<file path="config.mk">
export PLATFORM = sky130hd
export DESIGN_NAME = ret_addr_stack
export DESIGN_NICKNAME = d
export VERILOG_FILES = /design/src/rtl/ras_pkg.sv /design/src/rtl/ras_op_decode.sv /design/src/rtl/ras_level_next.sv /design/src/rtl/ret_addr_stack.sv
export SDC_FILE = /design/constraint.sdc
export NUM_CORES = 1
export LEC_CHECK = 0
export BUFFER_PORTS_ARGS = -buffer_cell sky130_fd_sc_hd__buf_2
export CAP_MARGIN = 0
export CORE_UTILIZATION = 39
export CTS_BUF_LIST = sky130_fd_sc_hd__clkbuf_8 sky130_fd_sc_hd__clkbuf_16
export CTS_CLUSTER_SIZE = 30
export DETAILED_ROUTE_END_ITERATION = 10
export PLACE_DENSITY_LB_ADDON = 0.2
export SLEW_MARGIN = 20
export SYNTH_ARGS = -nofsm -noshare
export SYNTH_HDL_FRONTEND = slang
export SYNTH_HIERARCHICAL = 1
export SYNTH_SLANG_ARGS = --single-unit
</file>
<file path="constraint.sdc">
create_clock -name clk -period 3.2 [get_ports clk]
set_input_delay 0.64 -clock clk [delete_from_list [all_inputs] [get_ports clk]]
set_output_delay 0.64 -clock clk [all_outputs]
set_load 0.05 [all_outputs]
</file>
<file path="src/rtl/ras_pkg.sv">
package ras_pkg;
    typedef enum logic [1:0] {
        OP_HOLD = 2'd0,
        OP_PUSH = 2'd1,
        OP_POP  = 2'd2
    } ras_op_e;
endpackage

</file>
<file path="src/rtl/ras_op_decode.sv">
module ras_op_decode
    import ras_pkg::*;
(
    input  logic    call_i,
    input  logic    ret_i,
    output ras_op_e op_o
);
    // Return takes priority over call
    always_comb begin
        if (ret_i)       op_o = OP_POP;
        else if (call_i) op_o = OP_PUSH;
        else             op_o = OP_HOLD;
    end
endmodule

</file>
<file path="src/rtl/ras_level_next.sv">
module ras_level_next
    import ras_pkg::*;
#(
    parameter int AW = 11
) (
    input  ras_op_e       op_i,
    input  logic [AW-1:0] own_i,
    input  logic [AW-1:0] from_above_i,
    input  logic [AW-1:0] from_below_i,
    output logic [AW-1:0] next_o
);
    always_comb begin
        unique case (op_i)
            OP_PUSH: next_o = from_above_i;
            OP_POP:  next_o = from_below_i;
            default: next_o = own_i;
        endcase
    end
endmodule

</file>
<file path="src/rtl/ret_addr_stack.sv">
module ret_addr_stack
    import ras_pkg::*;
#(
    parameter int DEPTH = 8,
    parameter int AW    = 11
) (
    input  logic                clk,
    input  logic                rst,
    input  logic                call_i,
    input  logic                ret_i,
    input  logic [AW-1:0]       push_addr_i,
    output logic [AW-1:0]       top_addr_o,
    output logic [DEPTH*AW-1:0] levels_o
);
    localparam int BITS = DEPTH * AW;

    typedef struct packed {
        logic [DEPTH-1:0][AW-1:0] lvl;
    } state_t;

    state_t  state_d, state_q;
    ras_op_e op;
    logic [DEPTH-1:0][AW-1:0] nxt;

    ras_op_decode u_dec (
        .call_i (call_i),
        .ret_i  (ret_i),
        .op_o   (op)
    );

    for (genvar i = 0; i < DEPTH; i++) begin : g_lvl
        logic [AW-1:0] above, below;
        if (i == 0) begin : g_first
            assign above = push_addr_i;
        end else begin : g_mid_a
            assign above = state_q.lvl[i-1];
        end
        if (i == DEPTH - 1) begin : g_last
            // Deepest level keeps its value on a pop
            assign below = state_q.lvl[i];
        end else begin : g_mid_b
            assign below = state_q.lvl[i+1];
        end
        ras_level_next #(.AW(AW)) u_next (
            .op_i         (op),
            .own_i        (state_q.lvl[i]),
            .from_above_i (above),
            .from_below_i (below),
            .next_o       (nxt[i])
        );
    end

    always_comb begin
        state_d = state_q;
        if (rst) begin
            state_d.lvl = '0;
        end else begin
            state_d.lvl = nxt;
        end
    end

    always_ff @(posedge clk) begin
        state_q <= state_d;
    end

    assign top_addr_o = state_q.lvl[0];
    assign levels_o   = BITS'(state_q.lvl);
endmodule

</file>
# ---- Yosys cells after proc, flatten, opt, wreduce, memory -nomap -nowiden
# Index checks and enable logic that the tools add are counted.
dict set report word_totals {
  reg_bits 88
  inputBits 15
}
dict set report op_classes {
  n_eq_ne 2
  muxes 9
  n_reduce_logical 1
}
# operator count
set op_table {}
lappend op_table {{$pmux 11 s2} 7}
lappend op_table {{$eq 2x1->1 const B} 1}
lappend op_table {{$eq 2x2->1 const B} 1}
lappend op_table {{$mux 2} 1}
lappend op_table {{$reduce_bool 2->1} 1}
lappend op_table {{$mux 1} 1}

# ---- Longest topological paths before layout
# Gate-level depths: netlist (run 1).
dict set report depth {
  depth_word 4
  mapped_depth 7
}

# ---- Hierarchy
# The synthesis (run 1) kept the hierarchy.
# module n_inst cells_each area_per_inst_um2 seq_area_each_um2
set modules_own_cells {}
lappend modules_own_cells {ret_addr_stack 1 196 2454.9 1761.7}
lappend modules_own_cells {ras_level_next 8 41 249.0 0.0}
lappend modules_own_cells {ras_op_decode 1 2 21.3 0.0}

# ---- Worst setup path before layout (run 1)
# No wires, ideal clock.
dict set report synth_timing {
  path_type {input to register}
  from {in call_i}
  to {reg state_q, in the netlist g_lvl[6].below[8]}
  setup_ns 0.118
  arrival_ns 1.722
  path_slack_ns 1.360
  path_stages 7
  cell_sequence {nor2b_4 > inv_1 > ha_1 > buf_4 > nand2_1 > o21ai_0 > nor2b_1}
}
dict set report synth_via {
  elab_chain_cells 3
}
# element line_no
set synth_lines {}
lappend synth_lines {{start, declared} ret_addr_stack.sv:9} ;# input logic call_i,
lappend synth_lines {{$mux 1} ras_op_decode.sv:11} ;# else if (call_i) op_o = OP_PUSH;
lappend synth_lines {{$mux 2} ras_op_decode.sv:10} ;# if (ret_i) op_o = OP_POP;
lappend synth_lines {{$eq 2x1->1} ras_level_next.sv:13} ;# unique case (op_i)
lappend synth_lines {{end signal, assigned} ret_addr_stack.sv:63} ;# state_q <= state_d;
lappend synth_lines {{end, declared} ret_addr_stack.sv:21} ;# state_t state_d, state_q;
# Every way passes these cells.
# A chain may end at the register's enable or synchronous reset.

# ---- Final worst setup path (run 1)
dict set report layout_timing {
  from {in ret_i}
  to {reg state_q, in the netlist g_lvl[6].below[8]}
}
dict set report layout_via {
  elab_chain_cells 2
}
# element line_no
set layout_lines {}
lappend layout_lines {{start, declared} ret_addr_stack.sv:10} ;# input logic ret_i,
lappend layout_lines {{$mux 2} ras_op_decode.sv:10}
lappend layout_lines {{named net op[0]} ret_addr_stack.sv:22} ;# ras_op_e op;
lappend layout_lines {{$eq 2x1->1} ras_level_next.sv:13}
# The timed path passes the listed nets, and every way through them passes these cells.

==> results.yml, run 1 <==
outcome:
  status: "complete, no violations"
pwr:
  combinationalPowerShare_pct: 7.3
  internal_power_mw: 1.920
  pwr-share-clk_pct: 48.6
  finalPower_mw: 2.494
  p_leak_nw: 2.102
  ir_drop_mv: 0.2208
  seqPwrFrac_pct: 44.1
  power_switching_uw: 573.5
  p_per_area_nw_per_um2: 486.6
  power.share.switching_pct: 23.00
worst_setup_path:
  worst-setup-path-type: "primary input to register"
  start_kind: "primary input"
  cp-end-kind: "register"
  cp_max_fo: 22
  worstPathRequired_ns: 3.41
  cp_data_arrival_time_ns: 2.42
placed_design:
  gp_congestion: 0.7322
  pre_cts_ws_ns: 0.6900
  dp_hpwl_um: 7899
  port-buffer-count: 113
  postPlaceCellArea_um2: 4778
  post-place-cells: 727
logic_synthesis:
  syn_nets: 557
  ys_ff_latch: 88
  syn-instance-count: 526
  seq_area_frac_synth_pct: 39.43
  synth_area_um2: 4468
  yosys_warnings: 6
  synth_top_cell_area_share_pct: 39.43
  ys_top_cells_by_area: "dfxtp_1 (39%), a22oi_1 (15%), nor2b_1 (12%), o21ai_1 (9.0%), nand2_1 (7.4%)"
  synth_cell_types: 12
  postSynthAreaPerCell_um2: 8.494
  synth_top_cell_by_area: "dfxtp_1"
layout:
  final_area_um2: 5125
  diodes: 0
  drive_above_1_share_pct: 21.56
  final_util_pct: 46.66
  final_cell_count_no_fill: 743
  nNetsFinal: 629
  syn_to_final_growth_pct: 14.70
die:
  dieArea_um2: 11890
  coreArea_um2: 10980
  rows: 38
  die_h_um: 109.0
  io_pins: 114
  die_w_um: 109.0
  start_util_pct: 40.68
clocking:
  htreeDepth: 3
  path_clk_slew_ns: 0.06
  postCtsSetupBuffers: 0
  postCtsResizedCells: 0
  cts_buffer_depth: 2
  numCtsBuffers: 9
  cts_tree: "done"
  cts_sinks: 88
  cts_root_buf: "clkbuf_16"
  clk-insertion-delay-late_ns: 0.33
  cts-hold-fix-buffers: 0
detailed_routing:
  firstDrtPassIters: 4
  ant_nets: 0
  wl_met2_um: 4742
  routed_wl_um: 10610
  drtIter0Drc: 204
  wl_per_cell_um: 14.27
  wirelength_met1_um: 5211
  drc: 0
  top_layer_used: "met4"
  via_per_inst: 5.050
  vias: 3752
  routed-wl-met3_um: 590
sta:
  holdWs_ns: 0.5993
  drv_slew: 0
  worstMarginPinSlew_ns: 0.7183
  fin_setup_tns_ns: 0
  finalHoldViolCount: 0
  fmax_ghz: 0.4523
  layout_setup_ws_ns: 0.9892
  setup_viol: 0
  rsz0062_at_grt: "no"
  maxSlewHeadroom_pct: 52.11
  fin_crit_ns: 2.211
  final.setup_skew_ns: 0.003556
  fin_crit_sh_pct: 69.09
grt:
  grt_pass1_vias: 3243
  antenna_found_initial: 0
  grt_start_max_net_pins: 51
  grt_pass1_wl_um: 17150
  overflow: 0
  grtUsageTotal_pct: 18.36
worst_hold_path:
  hp-class: "register to register"
flow_run:
  drv_cap: 0
final timing paths:
kind	to	cells after the start	from	slack [ns]
setup / recovery	g_lvl[6].below[8]	6	ret_i	0.99
hold reg to reg	top_addr_o[9]	3	top_addr_o[9]	0.60
hold / removal	top_addr_o[9]	3	top_addr_o[9]	0.60
setup reg to reg	g_lvl[1].below[8]	3	g_lvl[2].below[8]	2.24
registers in the layout, indices dropped and copies added (netlist names):
name / flops
g_lvl.below: 77
top_addr_o: 11
logic make-up after synthesis:
kind of cell / synth area share [%]
and+or+nand+nor: 20.02
DFF: 39.43
buffers and inverters: 11.43
AOI/OAI and AO/OA: 24.64
adders and majority gates: 4.480
cell usage after synthesis:
cell type  instances
a22oi_1           88
buf_2              6
buf_4             29
buf_6             18
dfxtp_1           88
ha_1              16
inv_1             16
nand2_1           88
nor2b_1           88
nor2b_4            1
o21ai_0            8
o21ai_1           80
final cells by class:
type / count / area [um2]
Clock inverter: 6 / 107.6
Inverter: 16 / 60.06
Fill cell: 1088 / 5858
Multi-Input combinational cell: 369 / 2196
Clock buffer: 10 / 239.0
Sequential cell: 88 / 1762
Timing Repair Buffer: 114 / 585.6
Tap cell: 140 / 175.2
cells in the final DEF, fill, tap and decap left out, drive strengths merged:
cell type	Yosys	routed
dfxtp	88	88
o21ai	88	88
clkinv	0	2
bufinv	0	3
a22oi	88	88
inv	16	17
clkbuf	0	10
nand2	88	88
nor2b	89	89
buf	53	114
ha	16	16
critical path, stage by stage:
cell and delay [ns]:
buf_2 0.22, nor2b_4 0.38, inv_1 0.10, ha_1 0.73, o21ai_0 0.17, nor2b_1 0.16
power groups by stage:
stage	clock network [mW]	logic, mW	registers [mW]
after floorplan	0	0.176	1.13
after global placement	0	0.178	1.12
after detailed placement	0	0.182	1.12
after CTS	1.23	0.183	1.10
after global routing	1.28	0.201	1.10
final	1.21	0.182	1.10
per-layer routing:
layer | vias up | track usage, %
li1 | 1952 | -
met1 | 1680 | 25.03
met2 | 112 | 29.65
met3 | 8 | 3.407
met4 | 0 | 4.730
met5 | - | 0
Note: power is estimated with default switching activity, not from simulation.
==> run 2: changes to the inputs <==
clock period = 1.9 ns   (was 3.2 ns; I/O delays follow)
==> run 2 against run 1 <==
  * Critical path depth is 5 lower
  * Register-to-register slack worse by 1.2 ns
  * Critical path type is now register to output port
  * Critical endpoint is now levels_o[45]
  * Die area stayed put
  * Clock power is 44% higher
  * Wire length is 1.5% lower
==> results.yml, run 2 (synthesized netlist as in run 1, its figures left out) <==
outcome:
  status: "complete, no violations"
sta:
  worstMarginPinSlew_ns: 0.3988
  fin_crit_sh_pct: 75.68
  maxSlewHeadroom_pct: 73.41
  fin_crit_ns: 1.438
  final.setup_skew_ns: 0.004089
  fmax_ghz: 0.6955
  holdWs_ns: 0.4192
  setup_viol: 0
  drv_slew: 0
  rsz0062_at_grt: "no"
  fin_setup_tns_ns: 0
  layout_setup_ws_ns: 0.4621
  finalHoldViolCount: 0
clocking:
  cts_root_buf: "clkbuf_16"
  path_clk_slew_ns: 0.06
  clk-insertion-delay-late_ns: 0.32
  postCtsSetupBuffers: 0
  postCtsResizedCells: 0
  cts_buffer_depth: 2
  cts-hold-fix-buffers: 0
  numCtsBuffers: 9
  htreeDepth: 3
  cts_sinks: 88
  cts_tree: "done"
placed_design:
  pre_cts_ws_ns: 0.1573
  gp_congestion: 0.7397
  dp_hpwl_um: 7933
  port-buffer-count: 113
  postPlaceCellArea_um2: 4959
  post-place-cells: 741
detailed_routing:
  via_per_inst: 4.985
  routed_wl_um: 10440
  drtIter0Drc: 212
  firstDrtPassIters: 5
  drc: 0
  ant_nets: 0
  vias: 3774
  wl_per_cell_um: 13.80
layout:
  mostFrequentLayoutCells: "buf_2 (113), nor2b_1 (88), dfxtp_1 (88), a22oi_1 (88), nand2_1 (88)"
  final_common_cell: "buf_2"
  syn_to_final_growth_pct: 17.61
  final_util_pct: 47.85
  final_area_um2: 5255
  drive_above_1_share_pct: 23.50
  diodes: 0
  final_cell_count_no_fill: 757
  largest_reg_flops: 77
  nNetsFinal: 643
worst_setup_path:
  critical_path.top_delay_family: "flip-flops"
  worstPathRequired_ns: 1.52
  cp-end-kind: "output port"
  cp_max_fo: 4
  critPathSlowestCell: "dfxtp_1"
  worst-setup-path-type: "register to output port"
  cp_data_arrival_time_ns: 1.06
  path_cells: "buf_2"
  cpPeakStageDelay_ns: 0.43
  timing.critical_path.buf_inv: 1
  start_kind: "register"
die:
  die_h_um: 109.0
  start_util_pct: 40.68
  rows: 38
  die_w_um: 109.0
  io_pins: 114
  dieArea_um2: 11890
  coreArea_um2: 10980
grt:
  grt_start_max_net_pins: 75
  antenna_found_initial: 0
  grt_pass1_vias: 3415
  grt_pass1_wl_um: 17470
  grtUsageTotal_pct: 18.59
  overflow: 0
flow_run:
  drv_cap: 0
pwr:
  finalPower_mw: 3.965
  ir_drop_mv: 0.5725
  p_per_area_nw_per_um2: 754.4
  p_leak_nw: 2.160
worst_hold_path:
  hp-class: "primary input to register"
run 2: cell count changes in the layout (fill, tap and decap cells not counted), sizes merged:
cell and change:
clkinvlp +3, buf +14, clkbuf -1, bufinv -2
run 2: power by group:
group	switching, mW	leakage [nW]	internal [mW]
logic	0.245	1.31	0.125
clock network	0.723	0.138	1.02
registers	0.00444	0.709	1.85
run 2: cell type report:
class / instances / area (um2)
Fill cell: 1074 / 5728
Sequential cell: 88 / 1762
Timing Repair Buffer: 128 / 765.7
Multi-Input combinational cell: 369 / 2196
Clock inverter: 7 / 71.32
Clock buffer: 9 / 225.2
Inverter: 16 / 60.06
Tap cell: 140 / 175.2
run 2: worst paths after layout:
check	start	endpoint	slack (ns)	depth (start not counted)
min reg2reg	top_addr_o[1]	top_addr_o[1]	0.60	3
max	g_lvl[3].below[1]	levels_o[45]	0.46	1
min	rst	g_lvl[4].below[8]	0.42	2
max reg2reg	g_lvl[0].below[8]	top_addr_o[8]	1.00	3
run 2: layer usage:
layer / routed length, um / share of wire, % / track usage, %
met5: 0 / 0 / 0
met3: 559 / 5.4 / 4.005
met4: 48 / 0.46 / 4.054
met1: 4816 / 46 / 24.26
met2: 5017 / 48 / 31.27
